[src/rtl/dcs_seq_pkg.sv]
package dcs_seq_pkg;
  localparam int ADDR_W   = 16;
  localparam int PIX_IN_W = 32;
  localparam int HDR_LEN  = 11;

  localparam logic [7:0] OP_COL = 8'h2A;
  localparam logic [7:0] OP_ROW = 8'h2B;
  localparam logic [7:0] OP_WR  = 8'h2C;

  typedef enum logic [1:0] {ST_IDLE, ST_HDR, ST_PIX} seq_state_e;

  typedef struct packed {
    logic       dc;
    logic [7:0] b;
  } tagged_byte_t;

  // Keep the upper bits of each colour channel of an XRGB word.
  function automatic logic [15:0] xrgb_to_565(input logic [PIX_IN_W-1:0] p);
    return {p[23:19], p[15:10], p[7:3]};
  endfunction

  // Length of a half-open interval, zero when empty.
  function automatic logic [ADDR_W-1:0] span(input logic [ADDR_W-1:0] lo,
                                             input logic [ADDR_W-1:0] hi);
    return (hi > lo) ? (hi - lo) : '0;
  endfunction

  // Header byte number idx of the window/write preamble.
  function automatic tagged_byte_t hdr_byte(input logic [3:0] idx,
                                            input logic [ADDR_W-1:0] cx0,
                                            input logic [ADDR_W-1:0] cy0,
                                            input logic [ADDR_W-1:0] cx1,
                                            input logic [ADDR_W-1:0] cy1);
    logic [ADDR_W-1:0] xe;
    logic [ADDR_W-1:0] ye;
    tagged_byte_t      t;
    xe = cx1 - ADDR_W'(1);
    ye = cy1 - ADDR_W'(1);
    case (idx)
      4'd0:    t = '{dc: 1'b0, b: OP_COL};
      4'd1:    t = '{dc: 1'b1, b: cx0[15:8]};
      4'd2:    t = '{dc: 1'b1, b: cx0[7:0]};
      4'd3:    t = '{dc: 1'b1, b: xe[15:8]};
      4'd4:    t = '{dc: 1'b1, b: xe[7:0]};
      4'd5:    t = '{dc: 1'b0, b: OP_ROW};
      4'd6:    t = '{dc: 1'b1, b: cy0[15:8]};
      4'd7:    t = '{dc: 1'b1, b: cy0[7:0]};
      4'd8:    t = '{dc: 1'b1, b: ye[15:8]};
      4'd9:    t = '{dc: 1'b1, b: ye[7:0]};
      default: t = '{dc: 1'b0, b: OP_WR};
    endcase
    return t;
  endfunction
endpackage

[src/rtl/dcs_hdr_gen.sv]
module dcs_hdr_gen
  import dcs_seq_pkg::*;
(
  input  logic              clk,
  input  logic              rst_n,
  input  logic              load,
  input  logic              ack,
  input  logic [ADDR_W-1:0] cx0,
  input  logic [ADDR_W-1:0] cy0,
  input  logic [ADDR_W-1:0] cx1,
  input  logic [ADDR_W-1:0] cy1,
  output tagged_byte_t      hdr,
  output logic              last
);
  localparam int IDX_W = $clog2(HDR_LEN);

  logic [IDX_W-1:0] idx;

  always_ff @(posedge clk) begin
    if (!rst_n)             idx <= '0;
    else if (load)          idx <= '0;
    else if (ack && !last)  idx <= idx + IDX_W'(1);
  end

  assign last = (idx == IDX_W'(HDR_LEN - 1));
  assign hdr  = hdr_byte(4'(idx), cx0, cy0, cx1, cy1);

  // a fresh header always opens with the column-window opcode
  p_hdr_opens_r1: assert property (@(posedge clk) disable iff (!rst_n)
    load |=> (hdr.b == OP_COL) && !hdr.dc);

  // the write opcode is the final header byte
  p_hdr_last_op_r1: assert property (@(posedge clk) disable iff (!rst_n)
    last |-> (hdr.b == OP_WR) && !hdr.dc);
endmodule

[src/rtl/dcs_pix_conv.sv]
module dcs_pix_conv
  import dcs_seq_pkg::*;
(
  input  logic                fmt_xrgb,
  input  logic [PIX_IN_W-1:0] pix_in,
  output logic [15:0]         word
);
  always_comb begin
    if (fmt_xrgb) word = xrgb_to_565(pix_in);
    else          word = pix_in[15:0];
  end
endmodule

[src/rtl/dcs_pix_ser.sv]
module dcs_pix_ser
  import dcs_seq_pkg::*;
#(
  parameter int CNT_W = 2 * ADDR_W
) (
  input  logic                clk,
  input  logic                rst_n,
  input  logic                load,
  input  logic [CNT_W-1:0]    n_pix,
  input  logic                blank_in,
  input  logic                fmt_in,
  input  logic                en,
  input  logic                pix_valid,
  input  logic [PIX_IN_W-1:0] pix_data,
  output logic                pix_ready,
  output logic                ser_valid,
  output logic [7:0]          ser_byte,
  input  logic                out_ready,
  output logic                ser_done
);
  logic [CNT_W-1:0] left;
  logic [15:0]      hold;
  logic             full;
  logic             lo_phase;
  logic             blank_r;
  logic             fmt_r;
  logic [15:0]      conv_word;
  logic             need_px;
  logic             take;

  dcs_pix_conv u_conv (
    .fmt_xrgb (fmt_r),
    .pix_in   (pix_data),
    .word     (conv_word)
  );

  assign need_px   = en && !full && (left != '0);
  assign pix_ready = need_px && !blank_r;
  assign take      = need_px && (blank_r || pix_valid);

  always_ff @(posedge clk) begin
    if (!rst_n) begin
      left     <= '0;
      hold     <= '0;
      full     <= 1'b0;
      lo_phase <= 1'b0;
      blank_r  <= 1'b0;
      fmt_r    <= 1'b0;
    end else if (load) begin
      left     <= n_pix;
      full     <= 1'b0;
      lo_phase <= 1'b0;
      blank_r  <= blank_in;
      fmt_r    <= fmt_in;
    end else if (take) begin
      hold     <= blank_r ? 16'h0000 : conv_word;
      full     <= 1'b1;
      lo_phase <= 1'b0;
      left     <= left - CNT_W'(1);
    end else if (full && out_ready) begin
      if (lo_phase) begin
        full     <= 1'b0;
        lo_phase <= 1'b0;
      end else begin
        lo_phase <= 1'b1;
      end
    end
  end

  assign ser_valid = full;
  assign ser_byte  = lo_phase ? hold[7:0] : hold[15:8];
  assign ser_done  = full && lo_phase && out_ready && (left == '0);

  // the pixel source is never pulled during a blank fill
  p_blank_no_pull_r6: assert property (@(posedge clk) disable iff (!rst_n)
    blank_r |-> !pix_ready);

  // a stalled pixel byte keeps its word and phase
  p_ser_hold_r9: assert property (@(posedge clk) disable iff (!rst_n)
    (full && !out_ready && !load) |=> full && $stable(hold) && $stable(lo_phase));

  // blank pixels are all zero
  p_blank_zero_r6: assert property (@(posedge clk) disable iff (!rst_n)
    (blank_r && full) |-> (hold == 16'h0000));
endmodule

[src/rtl/dcs_window_seq.sv]
module dcs_window_seq
  import dcs_seq_pkg::*;
#(
  parameter int SCREEN_W = 240,
  parameter int SCREEN_H = 320
) (
  input  logic                clk,
  input  logic                rst_n,
  input  logic                enable,
  input  logic                start,
  input  logic                blank,
  input  logic                fmt_xrgb,
  input  logic [ADDR_W-1:0]   x1,
  input  logic [ADDR_W-1:0]   y1,
  input  logic [ADDR_W-1:0]   x2,
  input  logic [ADDR_W-1:0]   y2,
  input  logic                pix_valid,
  input  logic [PIX_IN_W-1:0] pix_data,
  output logic                pix_ready,
  output logic                out_valid,
  output logic                out_dc,
  output logic [7:0]          out_byte,
  input  logic                out_ready,
  output logic                busy
);
  localparam int CNT_W = 2 * ADDR_W;
  localparam logic [ADDR_W-1:0] FULL_W = ADDR_W'(SCREEN_W);
  localparam logic [ADDR_W-1:0] FULL_H = ADDR_W'(SCREEN_H);

  seq_state_e        state;
  logic [ADDR_W-1:0] rx0, ry0, rx1, ry1;
  logic [ADDR_W-1:0] ax0, ay0, ax1, ay1;
  logic              empty_r;
  logic [CNT_W-1:0]  n_pix;
  logic              accept;
  logic              hdr_ack;
  logic              hdr_last;
  tagged_byte_t      hdr;
  logic              ser_valid;
  logic [7:0]        ser_byte;
  logic              ser_done;
  logic              in_pix;

  // Event wires for the checks below.
  assign accept  = start && (state == ST_IDLE) && (enable || blank);
  assign hdr_ack = (state == ST_HDR) && out_ready;
  assign in_pix  = (state == ST_PIX);

  always_comb begin
    if (blank) begin
      ax0 = '0;     ay0 = '0;
      ax1 = FULL_W; ay1 = FULL_H;
    end else begin
      ax0 = x1; ay0 = y1;
      ax1 = x2; ay1 = y2;
    end
  end

  assign n_pix = CNT_W'(span(ax0, ax1)) * CNT_W'(span(ay0, ay1));

  always_ff @(posedge clk) begin
    if (!rst_n) begin
      state   <= ST_IDLE;
      rx0     <= '0;
      ry0     <= '0;
      rx1     <= '0;
      ry1     <= '0;
      empty_r <= 1'b0;
    end else begin
      case (state)
        ST_IDLE: if (accept) begin
          state   <= ST_HDR;
          rx0     <= ax0;
          ry0     <= ay0;
          rx1     <= ax1;
          ry1     <= ay1;
          empty_r <= (n_pix == '0);
        end
        ST_HDR: if (hdr_ack && hdr_last) state <= empty_r ? ST_IDLE : ST_PIX;
        ST_PIX: if (ser_done) state <= ST_IDLE;
        default: state <= ST_IDLE;
      endcase
    end
  end

  dcs_hdr_gen u_hdr (
    .clk   (clk),
    .rst_n (rst_n),
    .load  (accept),
    .ack   (hdr_ack),
    .cx0   (rx0),
    .cy0   (ry0),
    .cx1   (rx1),
    .cy1   (ry1),
    .hdr   (hdr),
    .last  (hdr_last)
  );

  dcs_pix_ser #(.CNT_W(CNT_W)) u_ser (
    .clk       (clk),
    .rst_n     (rst_n),
    .load      (accept),
    .n_pix     (n_pix),
    .blank_in  (blank),
    .fmt_in    (fmt_xrgb),
    .en        (in_pix),
    .pix_valid (pix_valid),
    .pix_data  (pix_data),
    .pix_ready (pix_ready),
    .ser_valid (ser_valid),
    .ser_byte  (ser_byte),
    .out_ready (out_ready),
    .ser_done  (ser_done)
  );

  assign busy      = (state != ST_IDLE);
  assign out_valid = (state == ST_HDR) || (in_pix && ser_valid);
  assign out_dc    = (state == ST_HDR) ? hdr.dc : 1'b1;
  assign out_byte  = (state == ST_HDR) ? hdr.b  : ser_byte;

  // the first byte after busy rises is the column-window opcode
  p_first_cmd_r1: assert property (@(posedge clk) disable iff (!rst_n)
    $rose(busy) |-> out_valid && !out_dc && (out_byte == OP_COL));

  // non-blank starts are dropped while disabled
  p_ignore_off_r7: assert property (@(posedge clk) disable iff (!rst_n)
    (start && !busy && !enable && !blank) |=> !busy);

  // payload bytes carry the data tag
  p_pix_tag_r3: assert property (@(posedge clk) disable iff (!rst_n)
    (in_pix && out_valid) |-> out_dc);

  // busy drops right after the last pixel byte
  p_done_idle_r8: assert property (@(posedge clk) disable iff (!rst_n)
    ser_done |=> !busy);

  // an offered byte is held until accepted
  p_out_hold_r9: assert property (@(posedge clk) disable iff (!rst_n)
    (out_valid && !out_ready) |=> out_valid && $stable(out_byte) && $stable(out_dc));

  // the captured window does not move while busy
  p_window_stable_r8: assert property (@(posedge clk) disable iff (!rst_n)
    (busy && $past(busy)) |-> $stable(rx0) && $stable(rx1) && $stable(ry0) && $stable(ry1));
endmodule

[config.mk]
export PLATFORM = sky130hd
export DESIGN_NAME = dcs_window_seq
export DESIGN_NICKNAME = d
export VERILOG_FILES = /design/src/rtl/dcs_seq_pkg.sv /design/src/rtl/dcs_hdr_gen.sv /design/src/rtl/dcs_pix_conv.sv /design/src/rtl/dcs_pix_ser.sv /design/src/rtl/dcs_window_seq.sv
export SDC_FILE = /design/constraint.sdc
export NUM_CORES = 1
export LEC_CHECK = 0
export ABC_AREA = 1
export CORE_UTILIZATION = 45
export DETAILED_ROUTE_END_ITERATION = 8
export DONT_BUFFER_PORTS = 1
export GPL_TIMING_DRIVEN = 0
export PLACE_DENSITY = 0.65
export SETUP_SLACK_MARGIN = 0.5
export SLEW_MARGIN = 5
export SYNTH_ARGS = -nofsm -noshare
export SYNTH_HDL_FRONTEND = slang
export SYNTH_SLANG_ARGS = --single-unit
[constraint.sdc]
create_clock -name clk -period 12.5 [get_ports clk]
set_clock_uncertainty 0.1 [all_clocks]
set_input_delay 1.875 -clock clk [delete_from_list [all_inputs] [get_ports clk]]
set_output_delay 1.875 -clock clk [all_outputs]
set_load 0.01 [all_outputs]
# Yosys cells after proc, flatten, opt, wreduce, memory -nomap -nowiden
# Index checks and enable logic that the tools add are counted.
# totals
reg_bits	123
input_bits	104
wordCells	97
# classes
n_addsub	6
mul	1
order_cmp	2
n_eq_ne	15
muxes	23
bitwise_logic	2
reduce_logical	35
# op_table
operator	n
$mux W16	8
$pmux W9 S10	1
$logic_not A32 Y1	2
$mux W32	2
$gt A16 B16 Y1	2
$mul A16 B16 Y32	1
$reduce_bool A32 Y1	1
$sub A16 B1 Y16 const B	2
$sub A16 B16 Y16	2
$sub A32 B1 Y32 const B	1
$eq A4 B3 Y1 const B	4
$mux W8	2
$logic_and A1 B1 Y1	14
$eq A4 B4 Y1 const B	3
$eq A4 B2 Y1 const B	2
$mux W2	4
$reduce_bool A2 Y1	4
$ne A2 B2 Y1 const B	3
$pmux W2 S3	1
$reduce_and A2 Y1	3
$mux W1	5
$add A4 B1 Y4 const B	1
$eq A4 B1 Y1 const B	1
$logic_not A4 Y1	1
other kinds (9)	14

# Depth between registers and ports, before layout
# Gate-level depths: netlist (run 1).
# logic_depth
ltp_word	6
mapped_depth	46
ltp_nobuf	43

# Cells and area by module
# From an unflattened synthesis (run 1), not the netlist that was laid out.
# hier_totals
hier_cells	2891
area_unflattened_um2	18891.9
# by_module_without_submodules
module	n_inst	cells_each	area_per_inst_um2	seq_area_each_um2
dcs_window_seq	1	1936	13669.4	1341.3
dcs_pix_ser	1	585	3463.3	1041.0
dcs_hdr_gen	1	318	1519.0	80.1
dcs_pix_conv	1	52	240.2	0.0

# Worst setup path after synthesis (run 1)
# No wires, ideal clock.
# synth_timing
kind	input to register
startpoint	input port blank
endpoint	register empty_r
arrival_ns	8.931
required_time_ns	12.341
path_slack_ns	3.410
cell_stages	44
n_path_buf	2
path_cell_list	inv_1 clkbuf_1 clkbuf_1 nand2_1 ha_1 fa_1 inv_1 nand3_1 nand2_1 nand2_1 nand2_1 nand2_1 nand2_2 nand2_4 inv_4 nand3_2 inv_1 nand2_1 (+8 left out) inv_1 fa_1 inv_1 ha_1 nand2_1 inv_1 nand2_1 nor3_1 nand2_1 nand2_1 nand2_1 nand2_1 nand2_1 nor2_1 nand2_1 nor3_1 nand3_1 nand2_1
# synth_between
elab_chain_cells	5
elab_cells_between_ends	15
classes_between	add/sub: 2; mul: 1; order compare: 2; mux: 6; reduce/logical: 4
# synth_lines
item	line_no	source
from (decl)	dcs_window_seq.sv:11	input logic blank,
$mux W16	dcs_window_seq.sv:50	if (blank) begin
$sub A16 B16 Y16 or $gt A16 B16 Y1 (tied branches)	dcs_seq_pkg.sv:25	return (hi > lo) ? (hi - lo) : '0;
$mux W16	dcs_seq_pkg.sv:25	
$mul A16 B16 Y32	dcs_window_seq.sv:59	assign n_pix = CNT_W'(span(ax0, ax1)) * CNT_W'(span(ay0, ay1));
$logic_not A32 Y1	dcs_window_seq.sv:77	empty_r <= (n_pix == '0);
to (signal assigned)	dcs_window_seq.sv:77	
to (decl)	dcs_window_seq.sv:33	logic empty_r;
# Parallel ways exist; a longest one is shown, timed or not.
# A chain may end at the register's enable or synchronous reset.

# Worst setup path after layout (run 1)
# Same ends and word-level chain as after synthesis.

==> results.ini, run 1 <==
[timing]
min_period_ns = 11.12
timing.final.crit_share_pct = 88.9
final-setup-viol-count = 0
hold_viol = 0
holdWs_ns = 0.353
max_slew_margin_pct = 40.2
rsz0062_at_grt = false
max_freq_ghz = 0.0900
slew_violations = 0
worst_pin_slew_ns = 0.897
fin_setup_tns_ns = 0

[drt]
vias = 17500
wl_mm = 60.3
remaining_drc_errors = 0
dr.pass1.iters = 5
drtIter0Drc = 1557
wl_per_cell_um = 18.7
drtAntennaViolNets = 0
vias_per_cell = 5.43

[clocking]
htreeDepth = 4
clockBufferDepth = 2
root_buffer = clkbuf_16
clock-sinks = 123
post_cts_buffers = 0
clock_latency_ns = 0.45
clk_pin_slew_ns = 0.06
cts_tree = done
cts-resized-gates = 0
cts_hold_buf = 0
numCtsBuffers = 17

[die]
core-area_um2 = 39600
row_count = 73
die_y_um = 202
die_w_um = 202
start_util_pct = 45.6
dieArea_um2 = 41000
io_pins = 116

[synth]
synth-seq-area-share_pct = 13.6
syn-num-nets = 3110
synth.most_common_cell = nand2_1
avgSynthCellArea_um2 = 6.78
synth_top_area_cell = fa_1
netlist_instances = 2667
synthArstFlopShare_pct = 0
synth_edf_count = 0
synth_area_um2 = 18100
ys_seq_elements = 123
yosysWarningCount = 0
yosys.area.top_type_share_pct = 21.7
ys_types = 62
synth_ff_type = dfxtp_1
synthTopCellsByCount = 601 x nand2_1, 529 x inv_1, 323 x nor2_1, 196 x fa_1, 152 x o21ai_0
synth_top_cells_by_area = fa_1 22%, dfxtp_1 14%, nand2_1 12%

[setup_path]
critical_path_required_ns = 12.78
critPathMaxStageDelay_ns = 0.69
worstSetupEndpointType = register
cpMaxStageDelayCell = nor2_1
crit_start = blank
crit_path_max_fanout = 10
start_kind = primary input
timing.rr.start = state[1]
crit_top_cell = nand2_1
worst_r2r_path_depth = 7
setup.worst_path.class = in -> reg
crit_arrival_ns = 11.40

[placed_design]
hpwl_mm = 50.3
gp_congestion = 0.985
dp.cells = 3192
io_buffers = 0
place_area_um2 = 18700

[global_routing]
antenna_found_initial = 2
grt_pass1_wl_mm = 95.1
grt_max_degree = 17
grt_overflow = 0
grt_pass1_vias = 17200
grt_usage_pct = 30.0

[worst_hold_path]
worstHoldStart = u_ser.hold[5]
whs_path_depth = 2
hold_path_class = reg -> reg

[finish]
finalInstanceArea_um2 = 19300
finalNetCount = 3129
diodes = 0
area_growth_pct = 6.88
fin_cells = 3224
final_layout_size_suffix_gt1_share_pct = 5.56

[pwr]
p_per_area_nw_per_um2 = 152
leakage_nw = 9.86
ir_drop_v = 0.0000907

[job]
maxCapViolCount = 0

[status]
status = finished clean

==> flip-flops by register name, summed over array words and instances, names as in the netlist <==
name / cells
u_ser.fmt_r: 1
u_ser.lo_phase: 1
u_ser.blank_r: 1
state: 2
u_hdr.idx: 4
ry1: 16
ry0: 16
rx1: 16
empty_r: 1
u_ser.ser_valid: 1
rx0: 16
u_ser.left: 32
u_ser.hold: 16
==> critical path, delay by kind of cell <==
| family | cells | cell delay [ns] |
|---|---|---|
| fa+ha+maj | 9 | 4.13 |
| buf+inv | 9 | 2.02 |
| simple gates | 21 | 3.33 |
==> logic make-up after synthesis <==
family                     count (synthesis)  share of synthesized area, %
AOI/OAI and AO/OA                        339                          10.9
buffers and inverters                    623                          13.3
xor gates and xnor gates                  34                          1.65
and+or+nand+nor                         1209                          28.9
adders and majority gates                339                          31.6
DFF                                      123                          13.6
==> layer usage <==
layer / GRT usage (%) / routed length, um
met1: 40.9 / 26700
met2: 48.4 / 27300
met3: 6.05 / 4920
met4: 7.52 / 1410
met5: 0 / 0
==> final cells by class <==
class | count | area, um2
buffer | 70 | 332
clock buffer | 18 | 439
clock inverter | 14 | 148
fill | 4142 | 20300
inverter | 553 | 2080
multi-input combinational | 1921 | 13200
sequential | 123 | 2460
tap | 525 | 657
==> worst paths after layout <==
| path | to | slack [ns] |
|---|---|---|
| setup / recovery | empty_r | 1.38 |
| hold reg to reg | u_ser.hold[5] | 0.35 |
| hold / removal | u_ser.hold[5] | 0.35 |
| setup reg to reg | rx1[5] | 9.91 |
==> through the flow <==
step	power [W]	setup slack, ns	util (%)
2_1_floorplan	0.00180	3.41	-
3_3_place_gp	0.00240	1.19	47.3
3_5_place_dp	0.00241	1.17	47.3
4_1_cts	0.00292	1.60	48.8
5_1_grt	0.00320	0.945	48.8
6_report	0.00295	1.38	48.8
==> cell usage in the layout (no fill, tap or decap), drive strengths merged, types with 2 or more instances in the layout <==
cell type	instances
a21oi	101
o21ai	157
a21o	2
a211oi	6
clkinvlp	5
or2	22
o31ai	9
a2111oi	3
o2111ai	4
xor2	22
nand3	143
and3	3
inv	551
ha	143
o22ai	8
nor3	27
nand4	43
a31oi	13
bufinv	2
nand3b	12
o21bai	7
clkinv	9
o211ai	8
xnor2	12
nand2	613
dfxtp	123
o221ai	5
buf	28
o211a	8
nor2	339
nor4	5
clkbuf	60
a31o	2
fa	196
==> report_power, final <==
| group | switching (W) | internal (W) | total, W |
|---|---|---|---|
| sequential | 0.0000371 | 0.000427 | 0.000464 |
| clock | 0.000202 | 0.000298 | 0.000500 |
| combinational | 0.00134 | 0.000646 | 0.00198 |
| total | 0.00157 | 0.00137 | 0.00295 |
Power figures use the tool's default switching activity.
==> inputs of run 2 (changes only) <==
PLACE_DENSITY = 0.71   (was 0.65)
==> results.ini, run 2 (same netlist as run 1, synthesis figures left out) <==
[status]
status = finished clean

[drt]
drtAntennaViolNets = 0  ; unchanged
wl_mm = 59.6  ; -1.1%
drtIter0Drc = 1590  ; +2.1%
remaining_drc_errors = 0  ; unchanged
vias = 17500  ; +0.011%
dr.pass1.iters = 6  ; +1
vias_per_cell = 5.43  ; about the same
wl_per_cell_um = 18.5  ; -1.1%

[pwr]
p_total_w = 0.00297  ; +0.97%
leakage_nw = 9.88  ; +0.27%
ir_drop_v = 0.0000685  ; -24%
p_per_area_nw_per_um2 = 154  ; +0.78%

[setup_path]
r2r-end = ry1[15]
cpMaxStageDelayCell = buf_1
critical_path_required_ns = 12.78  ; about the same
setup.worst_path.class = in -> reg
crit_top_cell = nand2_1
crit_arrival_ns = 11.22  ; -0.18 ns
regToRegSetupSlack_ns = 9.89  ; -0.02 ns
worst_r2r_path_depth = 7  ; unchanged
start_kind = primary input
crit_path_max_fanout = 10  ; unchanged
timing.rr.start = state[1]
critPathMaxStageDelay_ns = 0.59  ; -0.10 ns
worstSetupEndpointType = register

[clocking]
root_buffer = clkbuf_16
clk_pin_slew_ns = 0.06  ; about the same
clock-sinks = 123  ; unchanged
numCtsBuffers = 17  ; unchanged
cts_hold_buf = 0  ; unchanged
cts_tree = done
clockBufferDepth = 2  ; unchanged
post_cts_buffers = 0  ; unchanged
clock_latency_ns = 0.44  ; about the same
cts-resized-gates = 0  ; unchanged
htreeDepth = 4  ; unchanged

[global_routing]
grt_usage_pct = 29.3  ; -0.69 points
grt_overflow = 0  ; unchanged
grt_pass1_wl_mm = 93.0  ; -2.2%
antenna_found_initial = 0  ; -2
grt_pass1_vias = 17200  ; -0.22%
grt_max_degree = 17  ; unchanged

[finish]
diodes = 0  ; unchanged
largest_reg_flops = 32  ; unchanged
top_register = u_ser.left
final_common_cell = nand2_1
layout_common_cells = 601 x nand2_1, 529 x inv_1, 323 x nor2_1
finalNetCount = 3129  ; unchanged
area_growth_pct = 7.09
final_layout_size_suffix_gt1_share_pct = 5.52  ; -0.035 points
fillers = 4071  ; -1.7%

[timing]
holdWs_ns = 0.350  ; -0.00276 ns
max_freq_ghz = 0.0914  ; +1.6%
hold_viol = 0  ; unchanged
min_period_ns = 10.95  ; -0.172 ns
final-setup-viol-count = 0  ; unchanged
max_slew_margin_pct = 39.4  ; -0.72 points
worst_pin_slew_ns = 0.908  ; +0.0109 ns
fin_setup_tns_ns = 0  ; unchanged
slew_violations = 0  ; unchanged
timing.final.crit_share_pct = 87.6  ; -1.4 points
rsz0062_at_grt = false
setup_ws_ns = 1.55  ; +0.172 ns

[die]
dieArea_um2 = 41000  ; unchanged
start_util_pct = 45.6  ; unchanged
row_count = 73  ; unchanged
core-area_um2 = 39600  ; unchanged
die_w_um = 202  ; unchanged
io_pins = 116  ; unchanged
die_y_um = 202  ; unchanged

[worst_hold_path]
min_to = u_ser.hold[11]
hold_path_class = reg -> reg
whs_path_depth = 2  ; unchanged
worstHoldStart = u_ser.hold[11]

[placed_design]
gp_congestion = 1.00  ; +1.9%
place_ws_ns = 1.26  ; +0.0885 ns
io_buffers = 0  ; unchanged
hpwl_mm = 49.6  ; -1.5%

[job]
maxCapViolCount = 0  ; unchanged

## run 2: area by class of cell
type / count / area [um2] / share of cell area [%]
multi-input combinational: 1921 / 13200 / 68.2
sequential: 123 / 2460 / 12.7
inverter: 553 / 2080 / 10.7
tap: 525 / 657 / 3.39
clock buffer: 19 / 453 / 2.34
buffer: 70 / 332 / 1.71
clock inverter: 12 / 171 / 0.885
## run 2: where the power goes
part	switching, W	leakage (nW)	internal [W]	total, W
registers	0.0000378	1.00	0.000427	0.000465
logic	0.00133	8.58	0.000646	0.00197
clock network	0.000195	0.301	0.000341	0.000536
## run 2: metrics by stage
stage                     util [%]  area, um2  cells
final                         48.8      19400   3223
after global routing          48.8      19400   3223
after CTS                     48.8      19400   3223
after detailed placement      47.3      18700   3192
after global placement        47.3      18700   3192
after floorplan                  -      18100   2667
## run 2: critical path: cells and delay by family
kind,cells,cell delay [ns]
adders and majority gates,9,4.12
and+or+nand+nor,21,3.20
buffers and inverters,9,1.98
## run 2: metal layers
layer	GRT usage, %	vias to the layer above	wire length (um)
met4	10.7	0	2200
met5	0	-	0
li1	-	8334	-
met2	47.1	744	26800
met1	39.1	8264	25500
met3	5.39	156	5040
## run 2: how the worst max path moves through the flow
stage,to,depth (start not counted),slack [ns],start
floorplan,empty_r,44,3.41,blank
global placement,empty_r,44,1.25,blank
detailed placement,empty_r,39,1.26,blank
CTS,empty_r,39,1.71,blank
global route,empty_r,39,1.01,blank
finish,empty_r,39,1.55,blank
==> inputs of run 3 (changes only) <==
PLACE_DENSITY = not set   (was 0.71)
TNS_END_PERCENT = 50   (was not set)
==> results.ini, run 3 (same netlist as run 1, synthesis figures left out) <==
[status]
status = finished with violations
violations = design-rule violations

[finish]
finalNetCount = 3129  ; unchanged
area_growth_pct = 6.68
top_register = u_ser.left
final_core_util_pct = 48.7  ; -0.18 points
multi_input_area_um2 = 13200  ; unchanged
largest_reg_flops = 32  ; unchanged
regArea_um2 = 2460  ; unchanged
final_common_cell = nand2_1
layout_common_cells = 601 x nand2_1, 529 x inv_1, 323 x nor2_1
final_layout_size_suffix_gt1_share_pct = 5.37  ; -0.15 points
diodes = 0  ; unchanged
fillers = 4164  ; +2.3%

[setup_path]
worst_r2r_path_depth = 7  ; unchanged
crit_arrival_ns = 11.64  ; +0.42 ns
start_kind = primary input
crit_path_max_fanout = 10  ; unchanged
path_buf_inv = 9  ; unchanged
critical_path_required_ns = 12.79  ; about the same
setup.worst_path.class = in -> reg
crit_family = adder cells
cpMaxStageDelayCell = nor2_1
crit_top_cell = nand2_1
cp_num_cells = 39  ; unchanged
worstSetupEndpointType = register
critPathMaxStageDelay_ns = 0.74  ; +0.15 ns

[pwr]
clock_power_share_pct = 16.4  ; -1.6 points
pwr-share-comb_pct = 67.8  ; +1.5 points
ir_drop_v = 0.000103  ; +50%
leakage_nw = 9.85  ; -0.28%
p_int_w = 0.00137  ; -3.1%
pwr-share-seq_pct = 15.8  ; +0.2 points
sw_frac_of_total_pct = 53.3  ; +0.87 points
p_sw_w = 0.00157  ; +0.39%
p_per_area_nw_per_um2 = 152  ; -0.88%
p_total_w = 0.00294  ; -1.2%

[drt]
drtAntennaViolNets = 0  ; unchanged
drtIter0Drc = 1449  ; -8.9%
vias = 17200  ; -1.6%
wl_per_cell_um = 19.3  ; +4.4%
vias_per_cell = 5.34  ; -1.6%
remaining_drc_errors = 1  ; +1
dr.pass1.iters = 7  ; +1
wl_mm = 62.3  ; +4.4%

[timing]
fin_setup_tns_ns = 0  ; unchanged
final-setup-viol-count = 0  ; unchanged
max_freq_ghz = 0.0880  ; -3.6%
setup_ws_ns = 1.14  ; -0.412 ns
max_slew_margin_pct = 37.6  ; -1.8 points
worst_pin_slew_ns = 0.932  ; +0.0240 ns
holdWs_ns = 0.355  ; +0.00525 ns
rsz0062_at_grt = false
timing.final.crit_share_pct = 90.9  ; +3.3 points
hold_viol = 0  ; unchanged
min_period_ns = 11.36  ; +0.412 ns
slew_violations = 0  ; unchanged

[clocking]
post_cts_buffers = 0  ; unchanged
clock_latency_ns = 0.44  ; about the same
clockBufferDepth = 2  ; unchanged
root_buffer = clkbuf_16
cts_hold_buf = 0  ; unchanged
cts-resized-gates = 0  ; unchanged
htreeDepth = 4  ; unchanged
cts_tree = done
clk_pin_slew_ns = 0.06  ; about the same
clock-sinks = 123  ; unchanged
numCtsBuffers = 17  ; unchanged

[die]
io_pins = 116  ; unchanged
die_w_um = 202  ; unchanged
row_count = 73  ; unchanged
start_util_pct = 45.6  ; unchanged
dieArea_um2 = 41000  ; unchanged
core-area_um2 = 39600  ; unchanged
die_y_um = 202  ; unchanged

[global_routing]
grt_max_degree = 17  ; unchanged
grt_usage_pct = 31.3  ; +2.1 points
grt_pass1_wl_mm = 98.4  ; +5.9%
grt_pass1_vias = 17300  ; +0.74%
grt_overflow = 0  ; unchanged
antenna_found_initial = 0  ; unchanged

[job]
maxCapViolCount = 0  ; unchanged

[worst_hold_path]
hold_path_class = reg -> reg
whs_path_depth = 2  ; unchanged

[placed_design]
gp_congestion = 0.994  ; -0.93%
hpwl_mm = 52.4  ; +5.7%
io_buffers = 0  ; unchanged
place_ws_ns = 0.905  ; -0.357 ns

==> run 3: cell count changes in the layout (fill, tap and decap cells not counted), sizes merged <==
cell,before,now
clkinvlp,3,1
clkinv,8,9
clkbuf,61,64
bufinv,4,2
==> run 3: final timing paths <==
path / startpoint / to / slack, ns
hold / removal: u_ser.hold[5] / u_ser.hold[5] / 0.36
hold reg to reg: u_ser.hold[5] / u_ser.hold[5] / 0.36
setup / recovery: blank / empty_r / 1.14
setup reg to reg: state[1] / u_ser.left[4] / 9.81
==> run 3: power by group through the flow <==
stage / registers [W] / logic (W) / clock network, W
after floorplan: 0.000461 / 0.00134 / 0
after global placement: 0.000469 / 0.00196 / 0
after detailed placement: 0.000470 / 0.00196 / 0
after CTS: 0.000462 / 0.00198 / 0.000487
after global routing: 0.000468 / 0.00225 / 0.000504
final: 0.000463 / 0.00199 / 0.000482
==> run 3: metrics by stage <==
step | std cells | instance area (um2)
final | 3223 | 19300
after global routing | 3223 | 19300
after CTS | 3223 | 19300
after detailed placement | 3192 | 18700
after global placement | 3192 | 18700
after floorplan | 2667 | 18100
==> run 3: worst min-delay path: cells and delay by family (launching register included) <==
kind	cells	cell delay, ns
buf+inv	1	0.06
flops	1	0.30
compound gates	1	0.05
==> run 3: metal layers <==
metal	global-route usage [%]	wire [um]	up-vias
li1	-	-	8328
met1	43.0	28100	8210
met2	49.9	27900	602
met3	6.40	4710	83
met4	8.75	1570	0
met5	0	0	-
==> run 3: layout make-up <==
cell class | instances | share of cell area [%]
buffer | 70 | 1.72
sequential | 123 | 12.8
inverter | 553 | 10.8
clock inverter | 9 | 0.506
clock buffer | 22 | 2.35
tap | 525 | 3.41
multi-input combinational | 1921 | 68.5
